<file path="src/rtl/vic_pkg.sv">
package vic_pkg;
  localparam int NUM_SRC   = 7;
  localparam int SRC_IDX_W = $clog2(NUM_SRC);
  localparam int VEC_W     = 14;
  localparam int GPIO_IDX  = 5;
  localparam int WAKE_IDX  = 6;
  localparam int GAP_BASE  = 'h14;

  localparam logic [7:0] ADDR_EN_LO  = 8'h04;
  localparam logic [7:0] ADDR_EN_HI  = 8'h05;
  localparam logic [7:0] ADDR_POL_LO = 8'h06;
  localparam logic [7:0] ADDR_POL_HI = 8'h07;
  localparam logic [7:0] ADDR_MASK   = 8'h20;

  typedef struct packed {
    logic wrEnLo;
    logic wrEnHi;
    logic wrPolLo;
    logic wrPolHi;
    logic wrMask;
    logic ackFire;
  } vicStrobes_t;

  // Sources below GPIO sit back to back from 0x0002; GPIO and above skip the reserved gap.
  function automatic logic [VEC_W-1:0] vecOf(input logic [SRC_IDX_W-1:0] idx);
    if (int'(idx) < GPIO_IDX) return VEC_W'(2 * (int'(idx) + 1));
    else return VEC_W'(GAP_BASE + 2 * (int'(idx) - GPIO_IDX));
  endfunction
endpackage

</file>
<file path="src/rtl/vic_ctrl.sv">
module vic_ctrl
  import vic_pkg::*;
(
  input  logic        regWrEn,
  input  logic [7:0]  regAddr,
  input  logic        cpuIntEn,
  input  logic        irqAck,
  input  logic        anyEnabled,
  output vicStrobes_t strobes,
  output logic        irqReq,
  output logic        intEnClr
);
  always_comb begin
    irqReq           = cpuIntEn & anyEnabled;
    strobes.wrEnLo   = regWrEn && (regAddr == ADDR_EN_LO);
    strobes.wrEnHi   = regWrEn && (regAddr == ADDR_EN_HI);
    strobes.wrPolLo  = regWrEn && (regAddr == ADDR_POL_LO);
    strobes.wrPolHi  = regWrEn && (regAddr == ADDR_POL_HI);
    strobes.wrMask   = regWrEn && (regAddr == ADDR_MASK);
    strobes.ackFire  = irqAck & irqReq;
    intEnClr         = strobes.ackFire;
  end
endmodule

</file>
<file path="src/rtl/vic_datapath.sv">
module vic_datapath
  import vic_pkg::*;
#(
  parameter int P0_W = 8,
  parameter int P1_W = 2,
  parameter int SYNC_STAGES = 2
) (
  input  logic                   clk,
  input  logic                   rst_n,
  input  vicStrobes_t            strobes,
  input  logic [7:0]             regWrData,
  input  logic [NUM_SRC-2:0]     srcPulse,
  input  logic [P0_W+P1_W-1:0]   gpioPins,
  output logic                   anyEnabled,
  output logic [VEC_W-1:0]       vecAddr,
  output logic [NUM_SRC-1:0]     pendBits
);
  localparam int GPIO_W = P0_W + P1_W;

  logic [GPIO_W-1:0]  pinEn, pinPol, pinPrev;
  logic [GPIO_W-1:0]  syncStage [SYNC_STAGES];
  logic [GPIO_W-1:0]  pinHit;
  logic [NUM_SRC-1:0] srcMask, activeVec, setVec, clrVec;
  logic [SRC_IDX_W-1:0] servedIdx;

  // Control registers
  always_ff @(posedge clk) begin
    if (!rst_n) begin
      pinEn   <= '0;
      pinPol  <= '0;
      srcMask <= '0;
    end else begin
      if (strobes.wrEnLo)  pinEn[P0_W-1:0]       <= regWrData[P0_W-1:0];
      if (strobes.wrEnHi)  pinEn[GPIO_W-1:P0_W]  <= regWrData[P1_W-1:0];
      if (strobes.wrPolLo) pinPol[P0_W-1:0]      <= regWrData[P0_W-1:0];
      if (strobes.wrPolHi) pinPol[GPIO_W-1:P0_W] <= regWrData[P1_W-1:0];
      if (strobes.wrMask)  srcMask               <= regWrData[NUM_SRC-1:0];
    end
  end

  // Pin synchroniser chain and previous-sample register
  generate
    for (genvar s = 0; s < SYNC_STAGES; s++) begin : g_sync
      always_ff @(posedge clk) begin
        if (!rst_n) syncStage[s] <= '0;
        else if (s == 0) syncStage[s] <= gpioPins;
        else syncStage[s] <= syncStage[(s == 0) ? 0 : s-1];
      end
    end
  endgenerate

  always_ff @(posedge clk) begin
    if (!rst_n) pinPrev <= '0;
    else pinPrev <= syncStage[SYNC_STAGES-1];
  end

  // Per-pin edge select: polarity 1 = rising, 0 = falling
  generate
    for (genvar p = 0; p < GPIO_W; p++) begin : g_edge
      always_comb begin
        if (pinPol[p]) pinHit[p] = pinEn[p] &  syncStage[SYNC_STAGES-1][p] & ~pinPrev[p];
        else           pinHit[p] = pinEn[p] & ~syncStage[SYNC_STAGES-1][p] &  pinPrev[p];
      end
    end
  endgenerate

  // Pending set/clear; a new event wins over a same-cycle clear
  always_comb begin
    setVec = {srcPulse[NUM_SRC-2], |pinHit, srcPulse[GPIO_IDX-1:0]};
    clrVec = '0;
    if (strobes.ackFire) clrVec[servedIdx] = 1'b1;
  end

  always_ff @(posedge clk) begin
    if (!rst_n) pendBits <= '0;
    else pendBits <= (pendBits & ~clrVec) | setVec;
  end

  // Lowest index (lowest vector) wins
  always_comb begin
    activeVec  = pendBits & srcMask;
    anyEnabled = |activeVec;
    servedIdx  = '0;
    for (int i = NUM_SRC-1; i >= 0; i--) begin
      if (activeVec[i]) servedIdx = SRC_IDX_W'(i);
    end
    vecAddr = vecOf(servedIdx);
  end
endmodule

</file>
<file path="src/rtl/vec_irq_ctrl.sv">
module vec_irq_ctrl
  import vic_pkg::*;
#(
  parameter int P0_W = 8,
  parameter int P1_W = 2
) (
  input  logic                 clk,
  input  logic                 rst_n,
  input  logic                 regWrEn,
  input  logic [7:0]           regAddr,
  input  logic [7:0]           regWrData,
  input  logic [NUM_SRC-2:0]   srcPulse,
  input  logic [P0_W+P1_W-1:0] gpioPins,
  input  logic                 cpuIntEn,
  input  logic                 irqAck,
  output logic                 irqReq,
  output logic [VEC_W-1:0]     vecAddr,
  output logic                 intEnClr
);
  vicStrobes_t        strobes;
  logic               anyEnabled;
  logic [NUM_SRC-1:0] pendBits;

  vic_ctrl ctrl_i (
    .regWrEn(regWrEn), .regAddr(regAddr), .cpuIntEn(cpuIntEn), .irqAck(irqAck),
    .anyEnabled(anyEnabled), .strobes(strobes), .irqReq(irqReq), .intEnClr(intEnClr)
  );

  vic_datapath #(.P0_W(P0_W), .P1_W(P1_W)) dp_i (
    .clk(clk), .rst_n(rst_n), .strobes(strobes), .regWrData(regWrData),
    .srcPulse(srcPulse), .gpioPins(gpioPins), .anyEnabled(anyEnabled),
    .vecAddr(vecAddr), .pendBits(pendBits)
  );
endmodule

</file>
<file path="config.mk">
export PLATFORM = sky130hd
export DESIGN_NAME = vec_irq_ctrl
export DESIGN_NICKNAME = d
export VERILOG_FILES = /design/src/rtl/vic_pkg.sv /design/src/rtl/vic_ctrl.sv /design/src/rtl/vic_datapath.sv /design/src/rtl/vec_irq_ctrl.sv
export SDC_FILE = /design/constraint.sdc
export NUM_CORES = 1
export LEC_CHECK = 0
export BUFFER_PORTS_ARGS = -buffer_cell sky130_fd_sc_hd__buf_2
export CORE_UTILIZATION = 55
export CTS_CLUSTER_SIZE = 12
export DETAILED_ROUTE_END_ITERATION = 10
export GPL_TIMING_DRIVEN = 0
export PLACE_DENSITY = 0.8
export RECOVER_POWER = 25
export SLEW_MARGIN = 0
export SYNTH_ARGS = -nofsm -noshare
export SYNTH_HDL_FRONTEND = slang
export SYNTH_SLANG_ARGS = --single-unit
</file>
<file path="constraint.sdc">
create_clock -name clk -period 7.65 [get_ports clk]
set_clock_uncertainty 0.2 [all_clocks]
set_input_delay 1.1475 -clock clk [delete_from_list [all_inputs] [get_ports clk]]
set_output_delay 1.1475 -clock clk [all_outputs]
set_load 0.05 [all_outputs]
</file>
# Word-level counts from Yosys, hierarchy flattened
# Memory sizes are Yosys's and may differ from the RTL's.
# Index checks and enable logic that the tools add are counted.
# op_classes
addsub	3
order_cmp	3
eq_ne	5
n_mux	25
n_bitwise	68
n_reduce_logical	8
# ops
op	n
1-bit AND	42
8-bit by 3-bit equality test with 1-bit output (second input constant)	4
3-bit 2-to-1 mux	7
10-bit 2-to-1 mux	2
1-bit inverter	20
6-bit by 14-bit adder with 14-bit output (first input constant)	1
7-bit AND	2
14-bit 2-to-1 mux	1
1-bit 2-to-1 mux	13
10-bit OR reduction	1
8-bit by 6-bit equality test with 1-bit output (second input constant)	1
7-bit 2-to-1 mux	1
7-bit inverter	1
7-bit OR	1
7-bit OR reduction	1
1-bit logical AND	6
3-bit by 1-bit adder with 4-bit output (second input constant)	1
3-bit by 4-bit < comparator with 1-bit output (second input constant)	1
3-bit by 3-bit subtractor with 4-bit output (second input constant)	1
1-bit demux with 3-bit select	1
3-bit by 1-bit >= comparator with 1-bit output (second input constant)	1
3-bit < comparator (second input constant)	1
1-bit OR	2
# word_totals
ff_bits	44
ramBits	20
out_inout_bits	16
n_memories	1
# memory_table
name	words	word_bits	read_ports	rd_ports_with_merged_regs	write_ports	line	text
dp_i.syncStage	2	10	2	0	2	vic_datapath.sv:21	logic [GPIO_W-1:0] syncStage [SYNC_STAGES];

# Depth between registers and ports, before layout
# Gate-level depths: netlist of the first run.
# depth
depth_word	16
ltp_mapped	9
depth_no_buf	9

# Modules after synthesis
# Synthesis of the first run repeated with hierarchy kept, for this count alone.
# hier_totals
cells_unflattened	276
hier_area_um2	2770.2
# modules_own_cells
module	instances	cells_per_inst	area_per_inst_um2	seq_area_each_um2
vic_datapath	1	263	2666.3	1281.2
vic_ctrl	1	13	103.8	0.0

# Least setup slack after synthesis of the first run
# No wires, ideal clock.
# synth_path
path_kind	flip-flop to output port
start	register dp_i.pendBits[5]
end	output vecAddr[5]
t_arrival_ps	3140
required_time_ps	6303
slack_ps	3162
path_stages_with_launch	6
n_path_buf	0
cell_sequence	dfxtp_1 -> a22oi_1 -> nand3_1 -> a21o_1 -> ha_1 -> nor4_1
# synth_via
elab_chain_len	10
word_cells_on_any_way	11
# synth_lines
item	line	text
start: declaration	vic_datapath.sv:16	output logic [NUM_SRC-1:0] pendBits
start signal: assignment	vic_datapath.sv:76	else pendBits <= (pendBits & ~clrVec) | setVec;
7-bit AND (*)	vic_datapath.sv:81	activeVec = pendBits & srcMask;
3-bit 2-to-1 mux (*) (6 in series)	vic_datapath.sv:85	if (activeVec[i]) servedIdx = SRC_IDX_W'(i);
3-bit by 3-bit subtractor with 4-bit output	vic_pkg.sv:27	else return VEC_W'(GAP_BASE + 2 * (int'(idx) - GPIO_IDX));
6-bit by 14-bit adder with 14-bit output	vic_pkg.sv:27	
14-bit 2-to-1 mux (*)	vic_pkg.sv:26	if (int'(idx) < GPIO_IDX) return VEC_W'(2 * (int'(idx) + 1));
end: declaration	vec_irq_ctrl.sv:17	output logic [VEC_W-1:0] vecAddr,
# Mark *: on every way between the ends. The rest lies on a longest branch, timed or not.

# Final worst setup path of the first run
# layout_path
start	register dp_i.srcMask[5]
end	output vecAddr[4]
# layout_via
elab_chain_len	10
word_cells_on_any_way	12
# layout_lines
item	line	text
start: declaration	vic_datapath.sv:23	logic [NUM_SRC-1:0] srcMask, activeVec, setVec, clrVec;
start signal: assignment	vic_datapath.sv:37	if (strobes.wrMask) srcMask <= regWrData[NUM_SRC-1:0];
7-bit AND (*)	vic_datapath.sv:81	
3-bit 2-to-1 mux (*) (6 in series)	vic_datapath.sv:85	
3-bit by 3-bit subtractor with 4-bit output	vic_pkg.sv:27	
6-bit by 14-bit adder with 14-bit output	vic_pkg.sv:27	
14-bit 2-to-1 mux (*)	vic_pkg.sv:26	
# Marks and branches as above.

==> results.toml, run 1 <==
[floorplanning]
io_pins = 53
core_area_mm2 = 0.00472
initial_core_util_pct = 57.2
die_y_um = 72.1
std_cell_rows = 25
die_x_um = 72.1
die_area_mm2 = 0.00520

[finish]
syn_to_final_growth_pct = 18.8
stdcell_count = 410
nets = 379
fin_util_pct = 68.0
antenna_cells = 0
drive_gt1_share_pct = 20.4

[clock_network]
path_clk_slew_ns = 0.06
cts-resized-gates = 0
htree_levels = 3
cts_buffer_depth = 2
cts_made_buffers = 9
postCtsSetupRepairBufs = 0
cts_root_buffer = "clkbuf_8"
postCtsHoldBufs = 0
cts_tree = "done"
clock-sinks = 64
insertion_delay_ns = 0.34

[sta]
slew_headroom_pct = 63.8
fin_crit_sh_pct = 56.3
worst_slew_pin_slew_ns = 0.543
clock.fmax_mhz = 232
layout_min_cycle_time_ns = 4.31
finalSetupViolCount = 0
hold_ws_ns = 0.232
slew_viol_final = 0
grt_setup_unrepaired = "false"
fin_setup_tns_ns = 0
finalHoldViolCount = 0

[drt]
wl_mm = 4.84
routedWlPerCell_um = 11.8
route.detailed.vias_per_inst = 5.02
postRouteAntennaNets = 0
first_pass_iters = 4
vias = 2058
first_iter_violations = 74
drc_errors = 0

[setup_path]
cp.arrival_ns = 2.96
cp.required_ns = 6.30
reg2regPathDepth = 5
cp_common_cell = "ha_1"
cp_slowest_stage_delay_ns = 0.47
rr_startpoint = "dp_i.pendBits[3]"
r2r-end = "dp_i.pendBits[5]"
crit_start = "dp_i.srcMask[5]"
path_cells = "a22oi_1 -> nand3_1 -> a21o_1 -> ha_1 -> inv_1 -> ha_1 -> ha_1 -> or3_1 -> a21boi_1 -> buf_2"
cpMaxStageDelayCell = "a22oi_1"
regToRegSetupSlack_ns = 5.63
cp-start-kind = "flip-flop"
cp-end-kind = "output pin"
crit_path_max_fanout = 7
crit_end = "vecAddr[4]"
worstSetupPathType = "reg -> out"

[global_routing]
grt_pass1_vias = 1914
grt_use_total_pct = 21.5
grt_max_degree = 11
antenna_found_initial = 0
grt_pass1_wl_mm = 8.38
overflow = 0

[place]
dpl.cell_count = 394
gp_congestion = 0.801
io_buffer_count = 42
dpl.hpwl_mm = 3.64

[pwr]
peakVddDrop_mv = 0.126
power_uw = 655
p_leak_uw = 0.00150
power_density_mw_per_mm2 = 204

[logic_synthesis]
syn-cell-area_mm2 = 0.00270
yosys_warnings = 0
synth-seq-cells = 64
synthDistinctLibCells = 42
synthCells = 277
seq_area_frac_synth_pct = 47.4
syn_area_per_cell_um2 = 9.76

[worst_hold_path]
min_from = "dp_i.syncStage[0][8]"
holdCritPathClass = "reg -> reg"

[flow_run]
max_cap_viol_count = 0

[status]
outcome = "finished, final reports clean"
==> cell type report <==
type	instances	area (µm²)
Clock inverter	2	12.5
Buffer	17	98.8
Fill cell	397	1510
Sequential cell	64	1280
Timing Repair Buffer	42	210
Clock buffer	14	173
Tap cell	67	83.8
Inverter	6	22.5
Multi-Input combinational cell	198	1330
==> placed cells by master, fill, tap and decap left out, drive strengths merged <==
cell type,count
and4bb,1
a21boi,2
o31a,1
o21ai,10
a22o,5
o41a,1
nor4bb,1
and2,30
nand2,23
nand2b,4
mux2i,27
or3,3
nand4,3
nor4b,1
a21oi,4
inv,6
conb,9
clkbuf,21
clkinv,1
ha,4
a31oi,3
clkinvlp,1
nor2b,30
dfxtp,64
buf,52
o21a,5
a22oi,4
nand3,4
nand3b,3
o22ai,3
or2,2
nor2,8
a21o,1
a32o,1
nor4,1
nor3,1
nor3b,2
xnor2,1
==> metal layers <==
metal	global-route usage [%]	share of wire, %	vias to the layer above	wire length [µm]
met5	0	0	-	0
met4	8.50	1.2	0	58
met3	6.67	4.2	5	202
met2	35.9	48	51	2310
met1	25.9	47	949	2270
li1	-	-	1053	-
==> Yosys cell counts <==
cell	n	share of area (%)
and4bb_1	1	0.46
nand2_1	22	3.1
nand2_2	1	0.23
or2_1	2	0.46
nor4b_1	1	0.32
o21ai_1	3	0.56
o21ai_0	7	1.3
a32o_1	1	0.37
nor3_1	1	0.19
inv_1	5	0.69
buf_4	9	2.5
a21boi_1	2	0.56
conb_1	1	0.14
a21o_1	1	0.28
dfxtp_1	64	47
a21oi_1	4	0.74
nand4_1	3	0.69
a22oi_4	1	0.79
xnor2_1	1	0.32
o21a_1	5	1.4
mux2i_1	27	10
nand2b_1	4	0.93
nand3b_1	3	0.83
nand3_4	1	0.65
clkbuf_1	7	0.97
or3_1	3	0.69
nor2b_1	30	6.9
a31oi_1	3	0.69
nor2_1	8	1.1
nor4bb_1	1	0.37
nand3_1	3	0.56
o22ai_1	3	0.69
buf_2	1	0.19
nor3b_1	2	0.56
o31a_1	1	0.32
ha_1	4	1.9
o41a_1	1	0.42
a22oi_1	3	0.83
inv_2	1	0.14
nor4_1	1	0.23
a22o_1	5	1.6
and2_1	30	6.9
==> logic make-up after synthesis <==
kind of cell / after synthesis / synth area share (%)
other: 1 / 0.139
buffers and inverters: 23 / 4.49
and+or+nand+nor: 117 / 25.2
DFF: 64 / 47.4
adders and majority gates: 4 / 1.85
muxes: 27 / 10.0
AOI/OAI and AO/OA: 40 / 10.6
xor gates and xnor gates: 1 / 0.324
==> through the flow <==
| stage | setup WS, ns | area, µm² |
|---|---|---|
| floorplan | 3.16 | 2730 |
| global placement | 3.77 | 3030 |
| detailed placement | 3.71 | 3030 |
| CTS | 3.33 | 3210 |
| finish | 3.34 | 3210 |
| global route | 3.07 | 3210 |
==> where the power goes <==
part	internal, µW	total, µW	switching [µW]
Combinational	19.4	43.7	24.4
Sequential	342	347	5.18
Clock	144	264	120
==> worst max-delay path: cells and delay by family, from the launching register on <==
family	cells	cell delay, ns
compound gates	3	0.84
fa+ha+maj	3	0.61
buf+inv	2	0.32
flops	1	0.33
simple gates	2	0.54
==> state kept, by name (all words and copies together), names as in the netlist <==
register        count
dp_i.pinEn         10
dp_i.pinPrev       10
dp_i.pinPol        10
dp_i.pendBits       7
dp_i.syncStage     20
dp_i.srcMask        7
==> worst min path at each step <==
stage	end	slack, ns	cells past startpoint
3_3_place_gp	dp_i.syncStage[1][1]	0.21	1
6_report	dp_i.syncStage[1][8]	0.23	1
3_5_place_dp	dp_i.syncStage[1][8]	0.22	1
5_1_grt	dp_i.syncStage[1][1]	0.24	1
4_1_cts	dp_i.syncStage[1][8]	0.24	1
2_1_floorplan	dp_i.syncStage[1][0]	0.21	1
No activity file was read; power rests on OpenSTA's default activity.
==> run 2, diff against run 1 <==
Settings changed: CORE_UTILIZATION 55 to 54, PLACE_DENSITY 0.8 to 0.78.
Clock period 7.65 ns to 4.3 ns, I/O delays scaled along.
==> results.toml, run 2 (synthesized netlist as in run 1, its figures left out) <==
[pwr]
p_comb_share_pct = 6.7
peakVddDrop_mv = 0.267
internal_power_uw = 908
power_uw = 1170
p_seq_share_pct = 52.8
p_sw_share_pct = 22.4
switchingPower_uw = 262
p_clk_share_pct = 40.5
power_density_mw_per_mm2 = 365
p_leak_uw = 0.00151

[global_routing]
met2_usage_pct = 39.3
grt_pass1_wl_mm = 8.69
grt_use_met1_pct = 25.0
grt.busiest_layer = "met2"
grt_max_degree = 11
antenna_found_initial = 0
grt_pass1_vias = 1998
overflow = 0
grt_use_total_pct = 22.2
use_met3_pct = 5.25

[setup_path]
worstSetupPathType = "reg -> out"
regToRegSetupSlack_ns = 2.27
cp-end-kind = "output pin"
cp.arrival_ns = 2.96
cp-start-kind = "flip-flop"
crit_path_max_fanout = 7
cp.required_ns = 3.45

[drt]
postRouteAntennaNets = 0
route.detailed.vias_per_inst = 4.85
first_pass_iters = 4
routedWlPerCell_um = 12.3
wl_mm = 5.04
vias = 1987
drc_errors = 0
first_iter_violations = 70

[sta]
worst_slew_pin_slew_ns = 0.537
slew_headroom_pct = 64.2
clock.fmax_mhz = 263
finalHoldViolCount = 0
fin_crit_sh_pct = 88.6
finalSetupViolCount = 0
slew_viol_final = 0
layout_min_cycle_time_ns = 3.81
grt_setup_unrepaired = "false"
fin_setup_tns_ns = 0
setup_slack_ns = 0.492

[worst_hold_path]
holdCritPathClass = "reg -> reg"

[clock_network]
cts_root_buffer = "clkbuf_8"
cts-resized-gates = 0
postCtsHoldBufs = 0
cts_buffer_depth = 2
path_clk_slew_ns = 0.06
htree_levels = 3
postCtsSetupRepairBufs = 0
cts_made_buffers = 9
insertion_delay_ns = 0.33
clock-sinks = 64
cts_tree = "done"

[finish]
num-fill-cells = 425
top_register = "dp_i.syncStage"
largest_reg_flops = 20
syn_to_final_growth_pct = 18.7
nets = 379
antenna_cells = 0
fin_util_pct = 67.4
multiInputGateArea_mm2 = 0.00133
seq_area_mm2 = 0.00128
drive_gt1_share_pct = 20.1
layout_commonest_cell = "dfxtp_1"
final_cell_mix = "dfxtp_1 (64), buf_2 (43), nor2b_1 (30)"

[place]
io_buffer_count = 42
dpl.hpwl_mm = 3.79
place_ws_ns = 0.859
gp_congestion = 0.787

[floorplanning]
io_pins = 53
die_x_um = 72.7
initial_core_util_pct = 56.8
core_area_mm2 = 0.00475
std_cell_rows = 25
die_area_mm2 = 0.00529
die_y_um = 72.7

[flow_run]
max_cap_viol_count = 0

[status]
outcome = "finished, final reports clean"
run 2: changes by cell type in the layout (fill, tap and decap cells not counted), moves of 2 or more:
cell	change
clkinv_2	+2
and2_0	-3
and2_1	+3
clkbuf_8	-3
run 2: path summary, 6_finish.rpt:
| path | from | end | cells after the start |
|---|---|---|---|
| max | dp_i.srcMask[5] | vecAddr[4] | 10 |
| min | dp_i.syncStage[0][0] | dp_i.syncStage[1][0] | 1 |
| max reg2reg | dp_i.pendBits[3] | dp_i.pendBits[5] | 5 |
| min reg2reg | dp_i.syncStage[0][0] | dp_i.syncStage[1][0] | 1 |
run 2: worst max-delay path, cell delays in order, from the launching register on:
cell,delay [ns]
dfxtp_1,0.33
a22oi_1,0.47
nand3_1,0.18
a21o_1,0.23
ha_1,0.19
inv_1,0.05
ha_1,0.24
ha_1,0.19
or3_1,0.36
a21boi_1,0.13
buf_2,0.27
run 2: cell type report:
type	instances	share of cell area [%]
Clock buffer	12	4.21
Buffer	17	3.08
Inverter	6	0.702
Timing Repair Buffer	42	6.55
Sequential cell	64	40.0
Multi-Input combinational cell	198	41.5
Tap cell	67	2.61
Clock inverter	4	1.40
run 2: metal layers:
| layer | vias to the layer above | wire length [µm] |
|---|---|---|
| met5 | - | 0 |
| met4 | 0 | 104 |
| met3 | 11 | 239 |
| met2 | 47 | 2380 |
| met1 | 881 | 2320 |
| li1 | 1048 | - |
run 2: per-stage QoR:
| step | area (µm²) | hold slack [ns] | instances |
|---|---|---|---|
| after floorplan | 2730 | 0.212 | 285 |
| after global placement | 3030 | 0.214 | 394 |
| after detailed placement | 3030 | 0.220 | 394 |
| after CTS | 3210 | 0.236 | 410 |
| after global routing | 3210 | 0.240 | 410 |
| final | 3210 | 0.232 | 410 |
run 2: power groups by stage:
stage | clock network [µW] | registers, µW | logic [µW]
2_1_floorplan | 0 | 629 | 51.0
3_3_place_gp | 0 | 630 | 77.4
3_5_place_dp | 0 | 631 | 78.5
4_1_cts | 482 | 618 | 78.9
5_1_grt | 505 | 620 | 85.8
6_report | 474 | 618 | 78.2
